$ cat config.mk
export PLATFORM = sky130hd
export DESIGN_NAME = sm_relu_encoder
export DESIGN_NICKNAME = d
export VERILOG_FILES = /design/src/rtl/sm_pkg.sv /design/src/rtl/sm_ctl.sv /design/src/rtl/sm_dp.sv /design/src/rtl/sm_relu_encoder.sv
export SDC_FILE = /design/constraint.sdc
export NUM_CORES = 1
export LEC_CHECK = 0
export ABC_AREA = 1
export BUFFER_PORTS_ARGS = -buffer_cell sky130_fd_sc_hd__buf_2
export CORE_MARGIN = 3
export CORE_UTILIZATION = 45
export DETAILED_ROUTE_END_ITERATION = 7
export GPL_ROUTABILITY_DRIVEN = 0
export PLACE_DENSITY = 0.68
export SYNTH_ARGS = -nofsm -noshare
export SYNTH_HDL_FRONTEND = slang
export SYNTH_SLANG_ARGS = --single-unit
$ cat constraint.sdc
create_clock -name clk -period 6.4 [get_ports clk]
set_input_delay 0.64 -clock clk [delete_from_list [all_inputs] [get_ports clk]]
set_output_delay 0.64 -clock clk [all_outputs]
set_load 0.01 [all_outputs]
$ cat src/rtl/sm_pkg.sv
package sm_pkg;
  // Per-pixel strobes from control to datapath
  typedef struct packed {
    logic emit;       // an output pixel is formed from this input pixel
    logic holdPair;   // capture left pixel of a horizontal pair
    logic storeLine;  // write pair maximum into the line buffer (top row)
    logic flushWord;  // move the packed bitmap word to the output
    logic lastOut;    // this output pixel is the final one of the map
  } smStrobe_t;
endpackage

$ cat src/rtl/sm_ctl.sv
module sm_ctl
  import sm_pkg::*;
#(
  parameter int COLS   = 8,
  parameter int WORD_W = 16,
  localparam int COL_W  = $clog2(COLS),
  localparam int LINE_W = (COLS > 2) ? $clog2(COLS / 2) : 1,
  localparam int BIT_W  = $clog2(WORD_W)
) (
  input  logic              clk,
  input  logic              rstN,
  input  logic              poolEn,
  input  logic              inValid,
  input  logic              inLast,
  input  logic              outFree,
  output logic              inReady,
  output smStrobe_t         strb,
  output logic [LINE_W-1:0] lineIdx,
  output logic [BIT_W-1:0]  bitIdx
);
  logic [COL_W-1:0] col;
  logic             rowOdd;
  logic             accept;
  logic             wordFull;

  assign inReady  = outFree;
  assign accept   = inValid & outFree;
  assign wordFull = (bitIdx == BIT_W'(WORD_W - 1));
  assign lineIdx  = LINE_W'(col >> 1);

  always_comb begin
    strb.emit      = accept & (~poolEn | (rowOdd & col[0]));
    strb.holdPair  = accept & poolEn & ~col[0];
    strb.storeLine = accept & poolEn & ~rowOdd & col[0];
    strb.lastOut   = strb.emit & inLast;
    strb.flushWord = strb.emit & (wordFull | inLast);
  end

  always_ff @(posedge clk) begin
    if (!rstN) begin
      col    <= '0;
      rowOdd <= 1'b0;
      bitIdx <= '0;
    end else begin
      if (accept) begin
        if (inLast) begin
          col    <= '0;
          rowOdd <= 1'b0;
        end else if (col == COL_W'(COLS - 1)) begin
          col    <= '0;
          rowOdd <= ~rowOdd;
        end else begin
          col <= col + 1'b1;
        end
      end
      if (strb.flushWord)
        bitIdx <= '0;
      else if (strb.emit)
        bitIdx <= bitIdx + 1'b1;
    end
  end
endmodule

$ cat src/rtl/sm_dp.sv
module sm_dp
  import sm_pkg::*;
#(
  parameter int DATA_W = 16,
  parameter int WORD_W = 16,
  parameter int COLS   = 8,
  parameter int CNT_W  = 16,
  localparam int HALF   = (COLS > 2) ? COLS / 2 : 2,
  localparam int LINE_W = (COLS > 2) ? $clog2(COLS / 2) : 1,
  localparam int BIT_W  = $clog2(WORD_W)
) (
  input  logic              clk,
  input  logic              rstN,
  input  logic              poolEn,
  input  logic [DATA_W-1:0] inData,
  input  smStrobe_t         strb,
  input  logic [LINE_W-1:0] lineIdx,
  input  logic [BIT_W-1:0]  bitIdx,
  input  logic              valReady,
  input  logic              bmReady,
  output logic              outFree,
  output logic              valValid,
  output logic [DATA_W-1:0] valData,
  output logic              bmValid,
  output logic [WORD_W-1:0] bmWord,
  output logic              bmLast,
  output logic [CNT_W-1:0]  nzCount
);
  logic [DATA_W-1:0] lineBuf [HALF];
  logic [DATA_W-1:0] pairReg;
  logic [DATA_W-1:0] pairMax;
  logic [DATA_W-1:0] pooled;
  logic [DATA_W-1:0] pixVal;
  logic              isNz;
  logic [WORD_W-1:0] packReg;
  logic [WORD_W-1:0] packNext;
  logic [CNT_W-1:0]  cntReg;
  logic [CNT_W-1:0]  cntNext;

  assign outFree = (~valValid | valReady) & (~bmValid | bmReady);

  always_comb begin
    pairMax  = ($signed(inData) > $signed(pairReg)) ? inData : pairReg;
    pooled   = ($signed(pairMax) > $signed(lineBuf[lineIdx])) ? pairMax : lineBuf[lineIdx];
    pixVal   = poolEn ? pooled : inData;
    isNz     = ~pixVal[DATA_W-1] & (|pixVal);
    packNext = packReg | (WORD_W'(isNz) << bitIdx);
    cntNext  = cntReg + CNT_W'(isNz);
  end

  // pooling storage: no reset needed, written before being read
  always_ff @(posedge clk) begin
    if (strb.holdPair) pairReg <= inData;
    if (strb.storeLine) lineBuf[lineIdx] <= pairMax;
  end

  always_ff @(posedge clk) begin
    if (!rstN) begin
      valValid <= 1'b0;
      valData  <= '0;
      bmValid  <= 1'b0;
      bmWord   <= '0;
      bmLast   <= 1'b0;
      packReg  <= '0;
      cntReg   <= '0;
      nzCount  <= '0;
    end else begin
      if (strb.emit && isNz) begin
        valValid <= 1'b1;
        valData  <= pixVal;
      end else if (valReady) begin
        valValid <= 1'b0;
      end

      if (strb.flushWord) begin
        bmValid <= 1'b1;
        bmWord  <= packNext;
        bmLast  <= strb.lastOut;
        packReg <= '0;
      end else begin
        if (bmReady) bmValid <= 1'b0;
        if (strb.emit) packReg <= packNext;
      end

      if (strb.lastOut) begin
        nzCount <= cntNext;
        cntReg  <= '0;
      end else if (strb.emit) begin
        cntReg <= cntNext;
      end
    end
  end
endmodule

$ cat src/rtl/sm_relu_encoder.sv
module sm_relu_encoder
  import sm_pkg::*;
#(
  parameter int DATA_W = 16,
  parameter int WORD_W = 16,
  parameter int COLS   = 8,
  parameter int CNT_W  = 16,
  localparam int LINE_W = (COLS > 2) ? $clog2(COLS / 2) : 1,
  localparam int BIT_W  = $clog2(WORD_W)
) (
  input  logic              clk,
  input  logic              rstN,
  input  logic              poolEn,
  input  logic              inValid,
  output logic              inReady,
  input  logic [DATA_W-1:0] inData,
  input  logic              inLast,
  output logic              bmValid,
  input  logic              bmReady,
  output logic [WORD_W-1:0] bmWord,
  output logic              bmLast,
  output logic              valValid,
  input  logic              valReady,
  output logic [DATA_W-1:0] valData,
  output logic [CNT_W-1:0]  nzCount
);
  smStrobe_t         strb;
  logic [LINE_W-1:0] lineIdx;
  logic [BIT_W-1:0]  bitIdx;
  logic              outFree;

  sm_ctl #(.COLS(COLS), .WORD_W(WORD_W)) u_ctl (
    .clk(clk), .rstN(rstN), .poolEn(poolEn), .inValid(inValid), .inLast(inLast),
    .outFree(outFree), .inReady(inReady), .strb(strb), .lineIdx(lineIdx), .bitIdx(bitIdx)
  );

  sm_dp #(.DATA_W(DATA_W), .WORD_W(WORD_W), .COLS(COLS), .CNT_W(CNT_W)) u_dp (
    .clk(clk), .rstN(rstN), .poolEn(poolEn), .inData(inData), .strb(strb),
    .lineIdx(lineIdx), .bitIdx(bitIdx), .valReady(valReady), .bmReady(bmReady),
    .outFree(outFree), .valValid(valValid), .valData(valData), .bmValid(bmValid),
    .bmWord(bmWord), .bmLast(bmLast), .nzCount(nzCount)
  );
endmodule

==> metrics.cfg, run 1 <==
[clock_tree]
cts_buffer_depth=2
cts_tree=done
cts.htree.levels=4
clock_latency_ps=440
cts_hold_buf=0
clk_pin_slew_ps=70
cts_root_buf=clkbuf_16
clock_sinks=173
cts-buffers-inserted=17

[layout]
nFillCells=1609
area_growth_pct=16.0
antenna_cells=0
drive_gt1_share_pct=15.8
final_core_utilization_pct=54.0
final_cell_area_um2=9460
fin_nets=1078
multiInputGateArea_um2=3490
seq_area_um2=4260

[setup_path]
crit_top_cell=nand2_1
cp-start-kind=register
crit_arrival_ps=6260
crit_required_ps=6790
cpPeakStageDelay_ps=380
end_kind=register
slowest_stage=edfxtp_1
path_class=reg2reg
worstPathMaxFanout=12

[sta]
period_share_pct=91.8
setup_violations=0
hold_ws_ps=432
fmax_mhz=170
finalHoldViolations=0
slew_headroom_pct=35.4
tightestPinTransition_ps=968
fin_skew_ps=12.0
maxSlewViolCount=0
period_minus_slack_ps=5880
fin_setup_tns_ps=0

[yosys]
mappedNetlistNets=1004
syn-cell-area_um2=8160
postSynthCellCount=944
yosys_warnings=0
avgSynthCellArea_um2=8.64
ys_ff_latch=173
synth_cell_types=40
synth-seq-area-share_pct=52.3

[floorplanning]
row_count=48
die_x_um=141
core_area_um2=17500
ioPinCount=75
dieArea_um2=19800
start_util_pct=46.5
die_y_um=141

[min_path]
hp-class=in2reg

[grt]
grt_pass1_vias=6271
met3_usage_pct=3.73
antenna_found_initial=0
grt_max_degree=42
grt_pass1_wl_um=32400
grt_usage_pct=20.3
grt_util_met1_pct=29.7
grt.overflow.total=0
grt_use_met2_pct=30.4
gr-max-usage-layer=met2

[detailed_routing]
drtIter0Drc=600
routed_wl_um=19900
drtAntennaViolNets=0
via_count=6669
drc_errors=0
routedWlPerCell_um=15.8
viasPerCell=5.31
dr.pass1.iters=6

[power]
p_seq_share_pct=44.9
switching_power_w=0.000787
intPower_w=0.00195
leakage_nw=4.04
ir_drop_mv=0.155
combPwrFrac_pct=17.4
finalPower_w=0.00274
p_clk_share_pct=37.7
swShare_pct=28.7
power_density_nw_per_um2=289

[placed_design]
port_buffers=74
dpl.hpwl_um=13800
dpl-instance-area_um2=8760

[status]
status=complete, no violations

[run]
cap_violations=0

## cell usage after synthesis, drive strengths merged
library cell  instances  area share (%)
nor3                 13            0.92
o22ai                 1           0.077
or2                   4            0.31
edfxtp               80              29
and3                  1           0.077
o21ai                67             4.1
xor2                 10             1.1
a211oi                4            0.37
o21a                  2            0.18
a21oi               106             6.6
a32o                 15             1.8
a31oi                 3            0.23
nor3b                 1           0.092
ha                   37             5.7
nand3                37             2.6
buf                   8            0.72
o31ai                 2            0.18
nor2                108             5.2
xnor2                 2            0.21
nand2               209             9.8
nand4                25             1.9
clkbuf               31             1.4
a21o                  1           0.092
dfxtp                93              23
inv                  81             3.8
clkinv                3            0.14
## final timing paths
kind,end,cells after the start,from,slack [ps]
max reg2reg,u_dp.cntReg[14],39,u_dp.pairReg[15],520
max,u_dp.cntReg[14],39,u_dp.pairReg[15],520
min reg2reg,u_dp.packReg[6],2,u_dp.packReg[6],460
min,u_dp.pairReg[0],1,inData[0],430
## sequential cells by signal, summed over array words and instances (netlist names), named ones only
| register | count |
|---|---|
| u_dp.lineBuf | 64 |
| u_ctl.rowOdd | 1 |
| u_ctl.bitIdx | 4 |
| u_dp.packReg | 16 |
| u_ctl.col | 3 |
| u_dp.nzCount | 16 |
| u_dp.valData | 16 |
| u_dp.pairReg | 16 |
| u_dp.bmWord | 16 |
| u_dp.bmValid | 1 |
| u_dp.valValid | 1 |
| u_dp.bmLast | 1 |
| u_dp.cntReg | 16 |
## metal layers
layer  vias up  part of all wire, %
met5         -                    0
met4         0                  2.5
met3        42                  6.0
met2       204                   43
met1      3055                   48
li1       3368                    -
## area by class of cell
cell class	instances	share of cell area (%)
Timing Repair Buffer	93	5.39
Sequential cell	173	45.1
Tap cell	225	2.98
Clock inverter	14	1.69
Inverter	84	3.42
Multi-Input combinational cell	649	36.9
Clock buffer	18	4.54
## critical path: cells and delay by family (launching register included)
kind	cells	cell delay (ps)
DFF	1	380
and+or+nand+nor	23	2700
adders and majority gates	4	1150
buffers and inverters	7	880
xor gates and xnor gates	1	200
AOI/OAI and AO/OA	4	490
## power groups by stage
stage          Combinational [W]  Sequential [W]  Clock (W)
3_3_place_gp            0.000429         0.00125          0
6_report                0.000476         0.00123    0.00103
2_1_floorplan           0.000299         0.00125          0
5_1_grt                 0.000532         0.00123    0.00110
4_1_cts                 0.000439         0.00123    0.00104
3_5_place_dp            0.000436         0.00125          0
## repair_timing
item	in CTS	in global routing
buffers inserted	0	8
endpoints found under the setup margin	0	8
gates resized for setup	0	12
hold endpoints to repair	0	0
## metrics by stage
step                worst slack (ps)  std cells
floorplan                       1060        944
global placement                 308       1215
detailed placement               154       1215
CTS                              499       1247
global route                   -65.1       1256
finish                           524       1256
## logic make-up (layout without fill, tap and decap cells)
group,Yosys count,count (layout),share of synthesized area [%]
and+or+nand+nor,398,399,21.0
AOI/OAI and AO/OA,201,201,13.7
DFF,173,173,52.3
buffers and inverters,123,209,6.07
adders and majority gates,37,37,5.68
xor gates and xnor gates,12,12,1.29
## layout by cell type (no fill, tap or decap), drive strengths merged, types with 10 or more instances in the layout
cell type  count
dfxtp         93
nand2        209
ha            37
buf           92
a32o          15
xor2          10
inv           84
clkbuf        19
a21oi        106
nor2         108
edfxtp        80
nor3          13
nand3         38
nand4         25
o21ai         67
Power figures use the tool's default switching activity.
==> inputs of run 2 (changes only) <==
--- a/config.mk
+++ b/config.mk
@@ -5,7 +5,6 @@
 export SDC_FILE = /design/constraint.sdc
 export NUM_CORES = 1
 export LEC_CHECK = 0
-export ABC_AREA = 1
 export BUFFER_PORTS_ARGS = -buffer_cell sky130_fd_sc_hd__buf_2
 export CORE_MARGIN = 3
 export CORE_UTILIZATION = 45
==> metrics.cfg, run 2 <==
[placed_design]
dpl-instance-area_um2=9540
port_buffers=74
dpl.hpwl_um=14200

[floorplanning]
start_util_pct=46.4
ioPinCount=75
die_y_um=140
die_x_um=140
row_count=48
dieArea_um2=19700
core_area_um2=17500

[layout]
nFillCells=1322
area_growth_pct=32.6
final_cell_area_um2=10700
top_register=u_dp.lineBuf
fin_nets=969
final_core_utilization_pct=61.5
mostFrequentLayoutCell=buf_4
antenna_cells=0
largest_register_ffs=64
drive_gt1_share_pct=36.0
seq_area_um2=4260
final_cell_mix=110 x buf_4, 109 x nand2_1, 93 x dfxtp_1, 80 x edfxtp_1, 76 x buf_2
multiInputGateArea_um2=4130

[yosys]
postSynthCellCount=740
synth-seq-area-share_pct=52.6
avgSynthCellArea_um2=11.0
ys_async_sr_fraction_pct=0
yosysMostFrequentCell=nand2_1
yosys.area.top_type=edfxtp_1
yosys_warnings=0
synth_commonest_cells=118 x nand2_1, 93 x dfxtp_1, 80 x edfxtp_1, 37 x ha_1, 36 x inv_1
synth_cell_types=51
synth_ff_type=dfxtp_1
mappedNetlistNets=800
synth-edff-count=80
syn-cell-area_um2=8100
ys_ff_latch=173
synth_top_area_share_pct=29.6
synth_area_leaders=edfxtp_1 30%, dfxtp_1 23%, ha_1 5.7%

[sta]
setup_violations=16
period_minus_slack_ps=6720
fin_skew_ps=14.1
setup_ws_ps=-318
period_share_pct=105
fmax_mhz=149
hold_ws_ps=456
maxSlewViolCount=0
slew_headroom_pct=25.4
rsz0062_at_grt=true
tightestPinTransition_ps=1120
finalHoldViolations=0

[detailed_routing]
viasPerCell=5.74
dr.pass1.iters=5
routedWlPerCell_um=18.9
drtAntennaViolNets=0
via_count=6577
drc_errors=0
drtIter0Drc=660
routed_wl_um=21700

[grt]
grt.overflow.total=0
grt_max_degree=60
grt_usage_pct=20.9
antenna_found_initial=0
grt_pass1_vias=6518
grt_pass1_wl_um=33100

[power]
p_seq_share_pct=44.1
swShare_pct=26.4
ir_drop_mv=0.208
switching_power_w=0.000721
power_density_nw_per_um2=254
intPower_w=0.00201
leakage_nw=4.42
p_clk_share_pct=35.8
combPwrFrac_pct=20.2

[setup_path]
worstPathMaxFanout=7
crit_required_ps=6720
critical_path.top_delay_family=simple AND/OR/NAND/NOR gates
cpPeakStageDelay_ps=600
slowest_stage=or4_4
cp-start-kind=register
end_kind=register
path_class=reg2reg
crit_arrival_ps=7040
crit_buf_inv=7

[run]
cap_violations=0

[clock_tree]
cts.htree.levels=4
clock_latency_ps=430
cts_tree=done
cts-buffers-inserted=17
clock_sinks=173
cts_root_buf=clkbuf_16
cts_buffer_depth=2
clk_pin_slew_ps=70

[min_path]
hp-class=reg2reg

[status]
failed_checks=negative setup slack
status=finished with violations

-- run 2: final cells by class --
class	count	area share [%]
clock buffers	22	4.33
flip-flops and latches	173	39.7
well taps	225	2.62
inverters	36	1.26
multi-input cells	484	38.4
clock inverters	9	0.780
repair buffers	197	13.0
-- run 2: worst reg2reg max path, delay by kind of cell, from the launching register on --
kind            cells  cell delay (ps)
simple gates       15             2780
buf+inv             7              830
flops               1              380
xor+xnor            1              140
compound gates      7             1130
fa+ha+maj           4              820
mux                 2              540
-- run 2: final timing paths --
path | from | endpoint | slack (ps) | cells past startpoint
setup / recovery | u_dp.pairReg[7] | u_dp.nzCount[14] | -320 | 36
hold / removal | u_dp.packReg[0] | u_dp.packReg[0] | 460 | 2
setup reg to reg | u_dp.pairReg[7] | u_dp.nzCount[14] | -320 | 36
hold reg to reg | u_dp.packReg[0] | u_dp.packReg[0] | 460 | 2
-- run 2: power by group through the flow --
stage	clock, W	sequential (W)	combinational, W
2_1_floorplan	0	0.00123	0.000234
3_3_place_gp	0	0.00123	0.000391
3_5_place_dp	0	0.00123	0.000404
4_1_cts	0.000997	0.00120	0.000474
5_1_grt	0.00105	0.00120	0.000583
6_report	0.000976	0.00120	0.000550
-- run 2: cells by family (layout without fill, tap and decap cells) --
group | after synthesis | count (layout) | share of synthesized area [%]
multiplexers | 34 | 34 | 6.99
flip-flops | 173 | 173 | 52.6
buffers and inverters | 83 | 264 | 4.23
AND/OR/NAND/NOR | 247 | 247 | 15.0
adder cells (fa/ha/maj) | 37 | 37 | 5.71
AO/OA/AOI/OAI | 140 | 140 | 12.7
XOR/XNOR | 26 | 26 | 2.81
-- run 2: timing repair --
action | 4_1_cts | 5_1_grt
hold buffers | 0 | 0
setup buffers | 13 | 13
endpoints found under the hold margin | 0 | 0
endpoints found under the setup margin | 14 | 23
pin swaps | 12 | 13
cloned | 2 | 2
resized for setup | 34 | 41
-- run 2: per-stage QoR --
step / cells / power [W] / setup TNS (ps) / setup slack, ps
after detailed placement: 1088 / 0.00163 / -6950 / -536
after global placement: 1088 / 0.00162 / -5480 / -443
final: 1146 / 0.00273 / -3290 / -318
after CTS: 1134 / 0.00267 / -791 / -133
after floorplan: 740 / 0.00146 / -492 / -143
after global routing: 1146 / 0.00283 / -7670 / -568
-- run 2: per-layer routing --
layer	up-vias	GRT usage, %	routed length (µm)
li1	3057	-	-
met1	3222	26.2	9170
met2	234	35.4	10700
met3	64	4.78	1060
met4	0	7.96	738
met5	-	0	0
